[src/rtl/uart_irq_pkg.sv]
package uart_irq_pkg;
   localparam int NB     = 11;
   localparam int NLINES = 6;
   localparam int B_RX   = 4;
   localparam int B_TX   = 5;
   localparam int B_TMO  = 6;

   typedef enum logic [1:0] {
      OFS_RAW    = 2'd0,
      OFS_MASK   = 2'd1,
      OFS_MASKED = 2'd2,
      OFS_CLEAR  = 2'd3
   } reg_ofs_e;

   // line order: any, rx, tx, timeout, modem, error
   localparam logic [NB-1:0] LINE_MASK [NLINES] = '{
      11'h7FF, 11'h010, 11'h020, 11'h040, 11'h00F, 11'h780
   };
endpackage

[src/rtl/uart_irq_status.sv]
module uart_irq_status #(
   parameter int NB = 11
) (
   input  logic          clk,
   input  logic          rst_n,
   input  logic [NB-1:0] set_vec,
   input  logic [NB-1:0] clr_vec,
   output logic [NB-1:0] raw_q
);
   initial begin
      if (NB < 1) $error("uart_irq_status: NB must be positive");
   end

   // set takes priority over clear for each bit
   always_ff @(posedge clk) begin
      if (!rst_n) raw_q <= '0;
      else        raw_q <= (raw_q & ~clr_vec) | set_vec;
   end
endmodule

[src/rtl/uart_irq_regs.sv]
module uart_irq_regs
   import uart_irq_pkg::*;
#(
   parameter int ADDR_W = 4,
   parameter int DATA_W = 32
) (
   input  logic              clk,
   input  logic              rst_n,
   input  logic [ADDR_W-1:0] addr,
   input  logic              wr,
   input  logic [NB-1:0]     wbits,
   input  logic [NB-1:0]     raw_q,
   output logic [NB-1:0]     mask_q,
   output logic [NB-1:0]     clr_bits,
   output logic [DATA_W-1:0] rdata
);
   localparam int PAD = DATA_W - NB;

   logic sel_mask, sel_clear;
   logic [NB-1:0] rd_bits;

   assign sel_mask  = (addr == ADDR_W'(OFS_MASK));
   assign sel_clear = (addr == ADDR_W'(OFS_CLEAR));

   always_ff @(posedge clk) begin
      if (!rst_n)               mask_q <= '0;
      else if (wr && sel_mask)  mask_q <= wbits;
   end

   assign clr_bits = (wr && sel_clear) ? wbits : '0;

   always_comb begin
      rd_bits = '0;
      if (addr == ADDR_W'(OFS_RAW))         rd_bits = raw_q;
      else if (sel_mask)                    rd_bits = mask_q;
      else if (addr == ADDR_W'(OFS_MASKED)) rd_bits = raw_q & mask_q;
   end

   assign rdata = {{PAD{1'b0}}, rd_bits};
endmodule

[src/rtl/uart_irq_fanout.sv]
module uart_irq_fanout
   import uart_irq_pkg::*;
#(
   parameter bit REG_OUTPUTS = 1'b1
) (
   input  logic              clk,
   input  logic              rst_n,
   input  logic [NB-1:0]     masked,
   output logic [NLINES-1:0] lines
);
   logic [NLINES-1:0] hit;

   for (genvar g = 0; g < NLINES; g++) begin : g_line
      assign hit[g] = |(masked & LINE_MASK[g]);
   end

   if (REG_OUTPUTS) begin : g_reg
      always_ff @(posedge clk) begin
         if (!rst_n) lines <= '0;
         else        lines <= hit;
      end
   end else begin : g_comb
      logic unused_clk;
      assign unused_clk = clk ^ rst_n;
      assign lines = hit;
   end
endmodule

[src/rtl/uart_irq_hub.sv]
module uart_irq_hub
   import uart_irq_pkg::*;
#(
   parameter int ADDR_W      = 4,
   parameter int DATA_W      = 32,
   parameter bit REG_OUTPUTS = 1'b1
) (
   input  logic              clk,
   input  logic              rst_n,
   input  logic [ADDR_W-1:0] reg_addr,
   input  logic              reg_wr,
   input  logic [DATA_W-1:0] reg_wdata,
   output logic [DATA_W-1:0] reg_rdata,
   input  logic [3:0]        modem_set,
   input  logic              rx_hit,
   input  logic              rx_drain,
   input  logic              tx_wr,
   input  logic              tmo_set,
   input  logic [3:0]        err_set,
   output logic              irq_any,
   output logic              irq_rx,
   output logic              irq_tx,
   output logic              irq_tmo,
   output logic              irq_modem,
   output logic              irq_err
);
   initial begin
      if (ADDR_W < 2)  $error("uart_irq_hub: ADDR_W must be at least 2");
      if (DATA_W < 16) $error("uart_irq_hub: DATA_W must be at least 16");
   end

   logic [NB-1:0]     set_vec, clr_vec, clr_bits, raw_q, mask_q;
   logic [NLINES-1:0] lines;
   logic              unused_hi;

   assign unused_hi = ^reg_wdata[DATA_W-1:NB];

   assign set_vec = {err_set, tmo_set, tx_wr, rx_hit, modem_set};
   assign clr_vec = clr_bits | (NB'(rx_drain) << B_RX);

   uart_irq_status #(.NB(NB)) status_i (
      .clk     (clk),
      .rst_n   (rst_n),
      .set_vec (set_vec),
      .clr_vec (clr_vec),
      .raw_q   (raw_q)
   );

   uart_irq_regs #(.ADDR_W(ADDR_W), .DATA_W(DATA_W)) regs_i (
      .clk      (clk),
      .rst_n    (rst_n),
      .addr     (reg_addr),
      .wr       (reg_wr),
      .wbits    (reg_wdata[NB-1:0]),
      .raw_q    (raw_q),
      .mask_q   (mask_q),
      .clr_bits (clr_bits),
      .rdata    (reg_rdata)
   );

   uart_irq_fanout #(.REG_OUTPUTS(REG_OUTPUTS)) fanout_i (
      .clk    (clk),
      .rst_n  (rst_n),
      .masked (raw_q & mask_q),
      .lines  (lines)
   );

   assign irq_any   = lines[0];
   assign irq_rx    = lines[1];
   assign irq_tx    = lines[2];
   assign irq_tmo   = lines[3];
   assign irq_modem = lines[4];
   assign irq_err   = lines[5];
endmodule

[config.mk]
export PLATFORM = sky130hd
export DESIGN_NAME = uart_irq_hub
export DESIGN_NICKNAME = d
export VERILOG_FILES = /design/src/rtl/uart_irq_pkg.sv /design/src/rtl/uart_irq_status.sv /design/src/rtl/uart_irq_regs.sv /design/src/rtl/uart_irq_fanout.sv /design/src/rtl/uart_irq_hub.sv
export SDC_FILE = /design/constraint.sdc
export NUM_CORES = 1
export LEC_CHECK = 0
export BUFFER_PORTS_ARGS = -buffer_cell sky130_fd_sc_hd__buf_2
export CORE_AREA = 2 2 69 71
export CTS_CLUSTER_SIZE = 12
export DETAILED_ROUTE_END_ITERATION = 16
export DIE_AREA = 0 0 71 73
export GPL_ROUTABILITY_DRIVEN = 0
export HOLD_SLACK_MARGIN = 0.03
export PLACE_DENSITY = 0.74
export SYNTH_ARGS = -nofsm -noshare
export SYNTH_HDL_FRONTEND = slang
export SYNTH_HIERARCHICAL = 1
export SYNTH_SLANG_ARGS = --single-unit
[constraint.sdc]
create_clock -name clk -period 1.4 [get_ports clk]
set_input_delay 0.28 -clock clk [delete_from_list [all_inputs] [get_ports clk]]
set_output_delay 0.28 -clock clk [all_outputs]
set_load 0.005 [all_outputs]
; After elaboration in Yosys (flattened, before gate mapping)
; Cells that the tools add are included.
[word_totals]
input_bits = 51
elab_cells = 21
output_inout_bits = 38
register_bits = 28
[op_classes]
reduce_logical = 6
bitwise_logic = 5
n_eq_ne = 3
muxes = 4
[op_table]
columns = cell, count
row1 = $mux 11, 4
row2 = $and 11x11->11, 2
row3 = $not 11->11, 1
row4 = $or 11x11->11, 1
row5 = $or 11x5->11, 1
row6 = $reduce_or 11->1, 1
row7 = $eq 4x2->1 const B, 2
row8 = $reduce_or 4->1, 2
row9 = $eq 4x1->1 const B, 1
row10 = $logic_not 4->1, 1
row11 = $logic_and 1x1->1, 2

; Depth between registers and ports, before layout
; Gate-level depths: netlist of run 1.
[depth]
depth_word = 7
mapped_depth = 7
mapped_depth_nobuf = 6

; Modules after synthesis
; The synthesis of run 1 kept the hierarchy.
[modules_own_cells]
columns = mod, cells_each, area_each_um2, seq_area_each_um2, n_inst
row1 = uart_irq_regs, 134, 989.7, 220.2, 1
row2 = uart_irq_status, 34, 382.9, 220.2, 1
row3 = uart_irq_fanout, 16, 186.4, 120.1, 1
row4 = uart_irq_hub, 12, 75.1, 0.0, 1

; Worst setup path before layout of run 1
; Ideal clock, no wire load.
[synth_timing]
path_kind = input to register
start = input reg_addr[0]
end = register status_i.raw_q[4]
slack_ns = 0.079
n_path_buf = 2
required_time_ns = 1.342
stages = 7
setup_ns = 0.058
arrival_ns = 1.264
path_cell_list = buf_4 > and4_1 > clkbuf_2 > and2_1 > or2_1 > nor2b_1 > o21a_1
[synth_via]
elab_chain_len = 7
[synth_lines]
columns = element, line
row1 = from (decl), uart_irq_hub.sv:10  ; input logic [ADDR_W-1:0] reg_addr,
row2 = $eq 4x2->1, uart_irq_regs.sv:23  ; assign sel_clear = (addr == ADDR_W'(OFS_CLEAR));
row3 = $logic_and 1x1->1, uart_irq_regs.sv:30  ; assign clr_bits = (wr && sel_clear) ? wbits : '0;
row4 = $mux 11, uart_irq_regs.sv:30
row5 = via clr_bits[4], uart_irq_hub.sv:32  ; logic [NB-1:0] set_vec, clr_vec, clr_bits, raw_q, mask_q;
row6 = $or 11x5->11, uart_irq_hub.sv:39  ; assign clr_vec = clr_bits | (NB'(rx_drain) << B_RX);
row7 = via clr_vec[4], uart_irq_hub.sv:32
row8 = $not 11->11, uart_irq_status.sv:17  ; else raw_q <= (raw_q & ~clr_vec) | set_vec;
row9 = $and 11x11->11, uart_irq_status.sv:17
row10 = $or 11x11->11, uart_irq_status.sv:17
row11 = to (signal assigned), uart_irq_status.sv:17
row12 = to (decl), uart_irq_status.sv:8  ; output logic [NB-1:0] raw_q
; The timed path passes the listed nets, and every way through them passes these cells.
; A chain may end at the register's enable or synchronous reset.

; Final worst setup path of run 1
[layout_timing]
start = register status_i.raw_q[9]
end = output reg_rdata[9]
[layout_via]
elab_chain_len = 4
[layout_lines]
columns = element, line
row1 = $and 11x11->11, uart_irq_regs.sv:36  ; else if (addr == ADDR_W'(OFS_MASKED)) rd_bits = raw_q & mask_q;
row2 = $mux 11, uart_irq_regs.sv:36
row3 = $mux 11, uart_irq_regs.sv:35  ; else if (sel_mask) rd_bits = mask_q;
row4 = $mux 11 (*), uart_irq_regs.sv:34  ; if (addr == ADDR_W'(OFS_RAW)) rd_bits = raw_q;
row5 = to (decl), uart_irq_hub.sv:13  ; output logic [DATA_W-1:0] reg_rdata,
; Every way passes the cells marked *; elsewhere a longest branch is shown, timed or not.

==> results of run 1 <==
-- worst max path at each step --
stage / startpoint / end / slack (ps) / cells after the start
after global placement: reg_addr[3] / status_i/raw_q[9] / -50 / 7
final: status_i/raw_q[9] / reg_rdata[9] / -70 / 4
after detailed placement: reg_addr[3] / status_i/raw_q[7] / -40 / 7
after CTS: status_i/raw_q[7] / reg_rdata[7] / -30 / 4
after global routing: status_i/raw_q[0] / reg_rdata[0] / -100 / 4
after floorplan: reg_addr[0] / status_i/raw_q[4] / 80 / 7
-- routing by layer --
metal,wire (um),track usage (%),share of wire (%),up-vias
met2,1910,26.0,51,51
met4,82,7.34,2.2,0
met1,1510,17.2,41,638
met5,0,0,0,-
met3,221,3.59,5.9,9
li1,-,-,-,703
-- cell usage in the layout, fill, tap and decap left out --
cell type / n
a21oi_1: 8
and2b_1: 2
and2_1: 25
or2_1: 1
dfxtp_2: 11
buf_4: 9
dfxtp_1: 17
o21ai_1: 7
bufinv_16: 1
and4_1: 1
a31oi_1: 1
o21ai_2: 4
buf_8: 1
buf_2: 45
nand2_1: 22
and3_4: 1
or2_2: 1
nor2_1: 3
a21oi_2: 3
o21a_1: 11
buf_12: 1
nor4_2: 2
buf_6: 2
mux2i_1: 11
nor2b_4: 11
inv_1: 1
nand2b_1: 11
conb_1: 21
clkbuf_8: 3
nor3_1: 1
nor2b_1: 11
-- sequential cells by signal (all words and copies together) (netlist names) --
signal	flops
regs_i/mask_q	11
status_i/raw_q	11
fanout_i/lines	6
-- power groups by stage --
stage	clock (W)	sequential, W	combinational [W]
6_report	0.000646	0.000847	0.000264
5_1_grt	0.000701	0.000852	0.000292
4_1_cts	0.000668	0.000847	0.000250
3_5_place_dp	0	0.000859	0.000212
3_3_place_gp	0	0.000859	0.000206
2_1_floorplan	0	0.000853	0.000170
-- area by class of cell --
cell class / count / area, um2
fill: 431 / 2440
multi-input combinational: 158 / 1030
sequential: 28 / 574
timing repair buffer: 58 / 350
tap: 54 / 67.6
clock buffer: 3 / 41.3
clock inverter: 1 / 30.0
inverter: 1 / 3.75
-- repair_timing --
item / in CTS / in global routing
resized for setup: 45 / 8
hold buffers: 0 / 0
setup buffers: 2 / 1
gates cloned: 1 / 0
pin swaps: 10 / 8
setup endpoints to repair: 11 / 11
-- per-stage QoR --
| stage | worst slack (ps) | instances | total power [W] |
|---|---|---|---|
| finish | -65.9 | 303 | 0.00176 |
| global route | -102 | 303 | 0.00184 |
| CTS | -33.6 | 302 | 0.00176 |
| detailed placement | -41.0 | 295 | 0.00107 |
| global placement | -46.0 | 295 | 0.00107 |
| floorplan | 78.6 | 216 | 0.00102 |
-- cells by family (layout without fill, tap and decap cells) --
family,count (synthesis),after routing,synth area share [%]
AOI/OAI and AO/OA,34,34,12.2
buffers and inverters,31,63,13.8
DFF,28,28,34.3
muxes,11,11,6.74
other,1,21,0.229
and+or+nand+nor,91,92,32.8
==> results by group, run 1 <==
Status
  • Status: complete, but fails checks
  • Violated checks: negative setup slack

Pwr
  • Int Power: about 0.0013 W
  • Worst VDD drop: 0.390 mV
  • Clock Power Share: a little under two fifths
  • Reg power frac: 48.2%
  • Combinational share of power: about 15%
  • Sw Share: a little under a quarter
  • P per Cell Area: 837 nW/um2
  • Leakage power of the design: about 0.94 nW
  • NetSw: 0.000408 W

Detailed routing
  • DR vias: 1,401
  • Final WL: between 3000 and 4000 um
  • DR WL/cell: ~12 um
  • 1st-pass router iterations: 4
  • DR iter-0 viols: 54
  • Vias/cell: between 4 and 5
  • ANT nets after route: 0
  • DRC viols: 0

Logic synthesis
  • Fraction of registers with async set/reset: 0%
  • Synth top area share: 34.3%
  • Post-Synthesis Cells: approximately 200
  • Largest cells by area after synthesis: dfxtp_1 34%, buf_4 10%, and2_1 9.6%
  • Count leader, synth: dfxtp_1
  • EDFF count, synth: 0
  • Post-Syn Area: 1630 um2
  • Distinct cell type count after synthesis: 26
  • Syn Area/Cell: 8.34 um2
  • Sequential element share of the synthesized area: 34.3%
  • Cell taking the most area after synthesis: dfxtp_1
  • Register bit total from synthesis: 28
  • Ys flop type: dfxtp_1
  • Synth top cells by count: 28 x dfxtp_1, 25 x and2_1, 22 x buf_4, 22 x nand2_1, 20 x nor2b_1
  • YS warnings: 6

STA
  • RSZ-0062 raised after global routing: yes
  • Setup violators final: 5
  • Final setup TNS: -111 ps
  • Hold_ws: 202 ps
  • FMAX: about 0.68 GHz
  • Max Clock Skew: 4.13 ps
  • Final hold viol count: 0
  • Post-route minimum period: roughly 1500 ps
  • Period utilization: 105%
  • Slew Viols, Final: 0
  • PnR worst setup slack: -65.9 ps

Critical path
  • Critical Path AT: 1190 ps
  • RR Startpoint: status_i/raw_q[1]
  • Worst path required time: ~1100 ps
  • Crit path cell chain: nor2b_4 > o21ai_1 > a21oi_1 > buf_2
  • Delay-heaviest family, CP: flip-flops
  • Slowest stage delay, CP: 350 ps
  • Critical path startpoint category: flip-flop
  • Crit path kind: reg2out
  • Worst path buffer plus inverter count: 1
  • R2R Setup Slk: between 200 and 300 ps
  • CP max FO: 3
  • Critical-path top delay cell: dfxtp_2
  • Reg2Reg Depth: 3
  • Reg-to-Reg End: fanout_i/lines[0]
  • Worst Setup End Kind: primary output

Die
  • Die Width: 71 um
  • # IOs: 89
  • Overall die height: approximately 73 um
  • Rows: 25
  • Die Area: between 5000 and 6000 um2
  • Initial Utilization: about 36%
  • Core ar.: between 4000 and 5000 um2

CTS
  • Max Root-Sink Buffers: 2
  • CTS Sinks: 28
  • TritonCTS buffer count: 3
  • H-tree levels: 1
  • CTS tree: built
  • Clock root buffer: clkbuf_8
  • Worst-Skew Late Latency: 280 ps
  • Clock-pin slew on the worst setup and hold paths: approximately 100 ps

Place
  • Hpwl dp: 2630 um
  • Count of input and output buffers: 46
  • DP Area: 1870 um2

Final layout
  • Layout cells sized above 1: between 30% and 40%
  • # diodes: 0
  • Post-layout util: 46.3%
  • Nets: 301
  • Area delta synth->final: 28.4%
  • Post-route cell area: 2100 um2

Global route
  • Grt total ovfl: 0
  • Initial antenna violation count: 0
  • First-pass GRT wire length: a little over 6000 um
  • Gr usage total: 14.9%
  • Vias in the first global route: 1,356
  • Largest net degree at the start of global routing: 22

Worst hold path
  • Hold Crit Class: in2reg
  • Hold Path End: status_i/raw_q[9]
  • HP Start: err_set[2]
  • Min-Delay Path Depth: 2

Run
  • Max_cap viols: 0
Note: power is estimated with default switching activity, not from simulation.
==> inputs of run 2 (changes only) <==
--- a/config.mk
+++ b/config.mk
@@ -7,12 +7,14 @@
 export LEC_CHECK = 0
 export BUFFER_PORTS_ARGS = -buffer_cell sky130_fd_sc_hd__buf_2
 export CORE_AREA = 2 2 69 71
+export CTS_CLUSTER_DIAMETER = 50
 export CTS_CLUSTER_SIZE = 12
 export DETAILED_ROUTE_END_ITERATION = 16
 export DIE_AREA = 0 0 71 73
 export GPL_ROUTABILITY_DRIVEN = 0
 export HOLD_SLACK_MARGIN = 0.03
 export PLACE_DENSITY = 0.74
+export SKIP_LAST_GASP = 1
 export SYNTH_ARGS = -nofsm -noshare
 export SYNTH_HDL_FRONTEND = slang
 export SYNTH_HIERARCHICAL = 1
==> results by group, run 2 (synthesized netlist as in run 1, its figures left out) <==
Final layout
  • Nets: 301 (unchanged)
  • Commonest non-fill, non-tap cell in the layout: buf_2 (unchanged)
  • Top flop regs: regs_i/mask_q (11), status_i/raw_q (11), fanout_i/lines (6) (unchanged)
  • Most frequent cells in the layout: 45 x buf_2, 25 x and2_1, 22 x nand2_1, 21 x conb_1, 17 x dfxtp_1 (unchanged)
  • Post-route cell area: 2100 um2 (unchanged)
  • Final Non-Filler Cells: 303 (unchanged)
  • Area delta synth->final: 28.4% (unchanged)
  • Layout cells sized above 1: 38.2% (unchanged)
  • # diodes: 0 (unchanged)

Die
  • Rows: 25 (unchanged)
  • # IOs: 89 (unchanged)
  • Core ar.: 4540 um2 (unchanged)
  • Initial Utilization: 36.0% (unchanged)
  • Die Width: 71 um (unchanged)
  • Overall die height: 73 um (unchanged)
  • Die Area: 5180 um2 (unchanged)

CTS
  • Clock-pin slew on the worst setup and hold paths: 100 ps (about the same)
  • Clock root buffer: clkbuf_8 (unchanged)
  • CTS Sinks: 28 (unchanged)
  • Max Root-Sink Buffers: 2 (unchanged)
  • TritonCTS buffer count: 3 (unchanged)
  • H-tree levels: 1 (unchanged)
  • CTS tree: built (unchanged)
  • Worst-Skew Late Latency: 280 ps (about the same)

STA
  • Max Clock Skew: 4.13 ps (unchanged)
  • Slew Viols, Final: 0 (unchanged)
  • Final hold viol count: 0 (unchanged)
  • FMAX: 0.682 GHz (unchanged)
  • Period utilization: 105% (unchanged)
  • Setup violators final: 5 (unchanged)
  • Post-route minimum period: 1470 ps (unchanged)
  • PnR worst setup slack: -65.9 ps (unchanged)
  • RSZ-0062 raised after global routing: yes (unchanged)

Run
  • Max_cap viols: 0 (unchanged)

Detailed routing
  • Vias/cell: 4.62 (unchanged)
  • DRC viols: 0 (unchanged)
  • DR WL/cell: 12.3 um (unchanged)
  • 1st-pass router iterations: 4 (unchanged)
  • DR vias: 1,401 (unchanged)
  • Final WL: 3730 um (unchanged)
  • DR iter-0 viols: 53 (was 54)
  • ANT nets after route: 0 (unchanged)

Critical path
  • Critical path startpoint category: flip-flop (unchanged)
  • Worst path required time: 1120 ps (about the same)
  • Setup crit end: reg_rdata[9] (unchanged)
  • Worst Setup End Kind: primary output (unchanged)
  • RR Startpoint: status_i/raw_q[1] (unchanged)
  • Crit path kind: reg2out (unchanged)
  • Critical Path AT: 1190 ps (about the same)
  • Crit. Startpoint: status_i/raw_q[9] (unchanged)
  • CP max FO: 3 (unchanged)
  • R2R Setup Slk: 280 ps (about the same)
  • Reg-to-Reg End: fanout_i/lines[0] (unchanged)
  • Reg2Reg Depth: 3 (unchanged)

Global route
  • Vias in the first global route: 1,356 (unchanged)
  • Grt total ovfl: 0 (unchanged)
  • Initial antenna violation count: 0 (unchanged)
  • Gr usage total: 14.9% (unchanged)
  • First-pass GRT wire length: 6090 um (unchanged)
  • Largest net degree at the start of global routing: 22 (unchanged)

Place
  • DP Area: 1870 um2 (unchanged)
  • Hpwl dp: 2630 um (unchanged)
  • Placed Cells: 295 (unchanged)
  • Post-Place Worst Slack: -41.0 ps (unchanged)
  • Count of input and output buffers: 46 (unchanged)

Pwr
  • Worst VDD drop: 0.390 mV (unchanged)
  • Leakage power of the design: 0.941 nW (unchanged)
  • P per Cell Area: 837 nW/um2 (unchanged)

Status
  • Status: complete, but fails checks (unchanged)
  • Violated checks: negative setup slack (unchanged)

Worst hold path
  • Hold Crit Class: in2reg (unchanged)
[run 2: cell counts in the layout (fill, tap and decap cells not counted)]
Identical to the previous run, type by type.
[run 2: worst min path at each step]
stage               slack (ps)  cells after the start                 end             start
finish                     200                      2   status_i/raw_q[9]        err_set[2]
global route               200                      2   status_i/raw_q[2]      modem_set[2]
CTS                        200                      2   status_i/raw_q[2]      modem_set[2]
detailed placement         460                      2    regs_i/mask_q[8]  regs_i/mask_q[8]
global placement           450                      2    regs_i/mask_q[1]  regs_i/mask_q[1]
floorplan                  400                      1  status_i/raw_q[10]             rst_n
[run 2: power breakdown]
part	switching [W]	internal [W]
registers	0.0000182	0.000829
clock network	0.000263	0.000383
logic	0.000127	0.000137
[run 2: cell type report]
type                            count  area [um2]
Fill cell                         431        2440
Clock inverter                      1        30.0
Sequential cell                    28         574
Multi-Input combinational cell    158        1030
Timing Repair Buffer               58         350
Inverter                            1        3.75
Tap cell                           54        67.6
Clock buffer                        3        41.3
[run 2: routing by layer]
layer  vias to the layer above  track usage (%)  share of wire [%]
li1                        703                -                  -
met1                       638             17.2                 41
met2                        51             26.0                 51
met3                         9             3.59                5.9
met4                         0             7.34                2.2
met5                         -                0                  0
[run 2: metrics by stage]
stage / hold WS [ps] / setup TNS [ps] / total power (W) / util (%)
3_5_place_dp: 455 / -317 / 0.00107 / 41.1
2_1_floorplan: 398 / 0 / 0.00102 / -
5_1_grt: 203 / -876 / 0.00184 / 46.3
4_1_cts: 198 / -239 / 0.00176 / 45.4
3_3_place_gp: 451 / -334 / 0.00107 / 41.1
6_report: 202 / -111 / 0.00176 / 46.3
[run 2: worst max-delay path, cell delays in order (launching register included)]
cell     delay, ps
dfxtp_2        350
nor2b_4        150
o21ai_1         60
a21oi_1        190
buf_2          150
[run 2: what timing repair did]
action	CTS	global route
resized for setup	45	8
pin swaps	10	8
setup endpoints to repair	11	11
gates cloned	1	0
hold buffers	0	0
setup buffers	2	1
==> inputs of run 3 (changes only) <==
--- a/config.mk
+++ b/config.mk
@@ -6,14 +6,14 @@
 export NUM_CORES = 1
 export LEC_CHECK = 0
 export BUFFER_PORTS_ARGS = -buffer_cell sky130_fd_sc_hd__buf_2
-export CORE_AREA = 2 2 69 71
+export CORE_AREA = 2 2 79 62
 export CTS_CLUSTER_DIAMETER = 50
 export CTS_CLUSTER_SIZE = 12
 export DETAILED_ROUTE_END_ITERATION = 16
-export DIE_AREA = 0 0 71 73
+export DIE_AREA = 0 0 81 64
 export GPL_ROUTABILITY_DRIVEN = 0
 export HOLD_SLACK_MARGIN = 0.03
-export PLACE_DENSITY = 0.74
+export PLACE_DENSITY = 0.75
 export SKIP_LAST_GASP = 1
 export SYNTH_ARGS = -nofsm -noshare
 export SYNTH_HDL_FRONTEND = slang
==> results by group, run 3 (synthesized netlist as in run 1, its figures left out) <==
Status
  • Status: complete, but fails checks (unchanged)
  • Violated checks: negative setup slack (unchanged)

Critical path
  • Critical path startpoint category: input port (was flip-flop)
  • Delay-heaviest family, CP: buffers and inverters (was flip-flops)
  • CP max FO: 5 (was 3)
  • Slowest stage delay, CP: 230 ps (was 350 ps)
  • Critical Path AT: 1160 ps (was 1190 ps)
  • Worst path required time: 1120 ps (about the same)
  • Crit path kind: in2out (was reg2out)
  • RR Startpoint: status_i/raw_q[1] (unchanged)
  • Worst Setup End Kind: primary output (unchanged)
  • Critical-path top delay cell: and2b_1 (was dfxtp_2)
  • Crit path cell chain: buf_4 > buf_6 > and2b_1 > nand2b_1 > a21oi_2 > buf_2 (was nor2b_4 > o21ai_1 > a21oi_1 > buf_2)
  • Worst path buffer plus inverter count: 3 (was 1)
  • Crit. Startpoint: reg_addr[0] (was status_i/raw_q[9])

Global route
  • Largest net degree at the start of global routing: 22 (unchanged)
  • Gr usage total: 13.9% (was 14.9%)
  • Vias in the first global route: 1,194 (was 1,356)
  • Initial antenna violation count: 0 (unchanged)
  • Grt total ovfl: 0 (unchanged)
  • First-pass GRT wire length: 5620 um (was 6090 um)

Die
  • Die Width: 81 um (was 71 um)
  • Rows: 21 (was 25)
  • Die Area: 5180 um2 (about the same)
  • # IOs: 89 (unchanged)
  • Initial Utilization: 37.5% (was 36.0%)
  • Overall die height: 64 um (was 73 um)
  • Core ar.: 4360 um2 (was 4540 um2)

Detailed routing
  • Final WL: 3740 um (was 3730 um)
  • Vias/cell: 4.43 (was 4.62)
  • DRC viols: 0 (unchanged)
  • DR WL/cell: 12.2 um (was 12.3 um)
  • DR vias: 1,361 (was 1,401)
  • 1st-pass router iterations: 6 (was 4)
  • DR iter-0 viols: 39 (was 53)
  • ANT nets after route: 0 (unchanged)

STA
  • Final setup TNS: -64.9 ps (was -111 ps)
  • Slew Viols, Final: 0 (unchanged)
  • Final hold viol count: 0 (unchanged)
  • Post-route minimum period: 1440 ps (was 1470 ps)
  • Setup violators final: 3 (was 5)
  • Max Clock Skew: 3.52 ps (was 4.13 ps)
  • RSZ-0062 raised after global routing: yes (unchanged)
  • Period utilization: 103% (was 105%)
  • FMAX: 0.692 GHz (was 0.682 GHz)
  • PnR worst setup slack: -44.4 ps (was -65.9 ps)

CTS
  • Clock root buffer: clkbuf_8 (unchanged)
  • Hold_buf cts: 0 (unchanged)
  • H-tree levels: 1 (unchanged)
  • Clock-pin slew on the worst setup and hold paths: 90 ps (was 100 ps)
  • Max Root-Sink Buffers: 2 (unchanged)
  • TritonCTS buffer count: 3 (unchanged)
  • CTS tree: built (unchanged)
  • Worst-Skew Late Latency: 270 ps (was 280 ps)
  • CTS Sinks: 28 (unchanged)

Place
  • Hpwl dp: 2720 um (was 2630 um)
  • Count of input and output buffers: 46 (unchanged)

Final layout
  • Layout cells sized above 1: 37.2% (was 38.2%)
  • Multi-input gate area: 1010 um2 (was 1030 um2)
  • Area delta synth->final: 26.9% (was 28.4%)
  • Nets: 302 (was 301)
  • Fillers: 458 (was 431)
  • Most frequent cells in the layout: 45 x buf_2, 25 x and2_1, 22 x nand2_1, 21 x conb_1, 17 x dfxtp_1 (unchanged)
  • # diodes: 0 (unchanged)
  • FF+latch area: 574 um2 (unchanged)
  • Commonest non-fill, non-tap cell in the layout: buf_2 (unchanged)
  • Top flop regs: regs_i/mask_q (11), status_i/raw_q (11), fanout_i/lines (6) (unchanged)

Pwr
  • Worst VDD drop: 0.442 mV (was 0.390 mV)
  • Pwr Total: 0.00161 W (was 0.00176 W)
  • Leakage power of the design: 0.935 nW (was 0.941 nW)
  • P per Cell Area: 777 nW/um2 (was 837 nW/um2)

Run
  • Max_cap viols: 0 (unchanged)

Worst hold path
  • HP Start: err_set[2] (unchanged)
  • Hold Crit Class: in2reg (unchanged)
## run 3: cell types whose count changed in the layout (fill, tap and decap cells not counted), sizes merged
cell    change
bufinv      -1
clkbuf      +1
buf         +1
## run 3: final cells by class
| class | instances | area share [%] |
|---|---|---|
| well taps | 57 | 3.44 |
| flip-flops and latches | 28 | 27.7 |
| clock buffers | 4 | 2.66 |
| repair buffers | 59 | 17.1 |
| inverters | 1 | 0.181 |
| multi-input cells | 158 | 48.9 |
## run 3: power breakdown
| part | leakage, nW | internal, W | total (W) | switching (W) |
|---|---|---|---|---|
| logic | 0.674 | 0.000137 | 0.000262 | 0.000125 |
| clock network | 0.0288 | 0.000252 | 0.000501 | 0.000249 |
| registers | 0.231 | 0.000829 | 0.000847 | 0.0000177 |
| total | 0.935 | 0.00122 | 0.00161 | 0.000392 |
## run 3: repair_timing
item | in CTS | in global routing
setup buffers | 3 | 1
endpoints found under the setup margin | 11 | 11
pin swaps | 5 | 10
gates resized for setup | 31 | 17
cloned | 1 | 0
## run 3: through the flow
step | setup slack [ps] | util [%] | hold slack (ps) | area (um2) | cells
floorplan | 78.6 | - | 398 | 1710 | 216
global placement | -38.1 | 42.9 | 451 | 1870 | 298
detailed placement | -56.7 | 42.9 | 456 | 1870 | 298
CTS | -25.0 | 46.3 | 199 | 2020 | 306
global route | -110 | 47.5 | 205 | 2070 | 307
finish | -44.4 | 47.5 | 205 | 2070 | 307
## run 3: final timing paths
| path | slack (ps) | depth (start not counted) | endpoint |
|---|---|---|---|
| worst max-delay path | -40 | 6 | reg_rdata[4] |
| worst min-delay path | 210 | 2 | status_i/raw_q[9] |
| worst max register to register | 180 | 4 | fanout_i/lines[0] |
| worst min register to register | 470 | 2 | regs_i/mask_q[1] |
## run 3: routing by layer
layer | part of all wire (%) | up-vias | global-route usage, %
li1 | - | 701 | -
met1 | 46 | 622 | 19.5
met2 | 47 | 38 | 21.8
met3 | 6.6 | 0 | 4.38
met4 | 0 | 0 | 1.27
met5 | 0 | - | 0
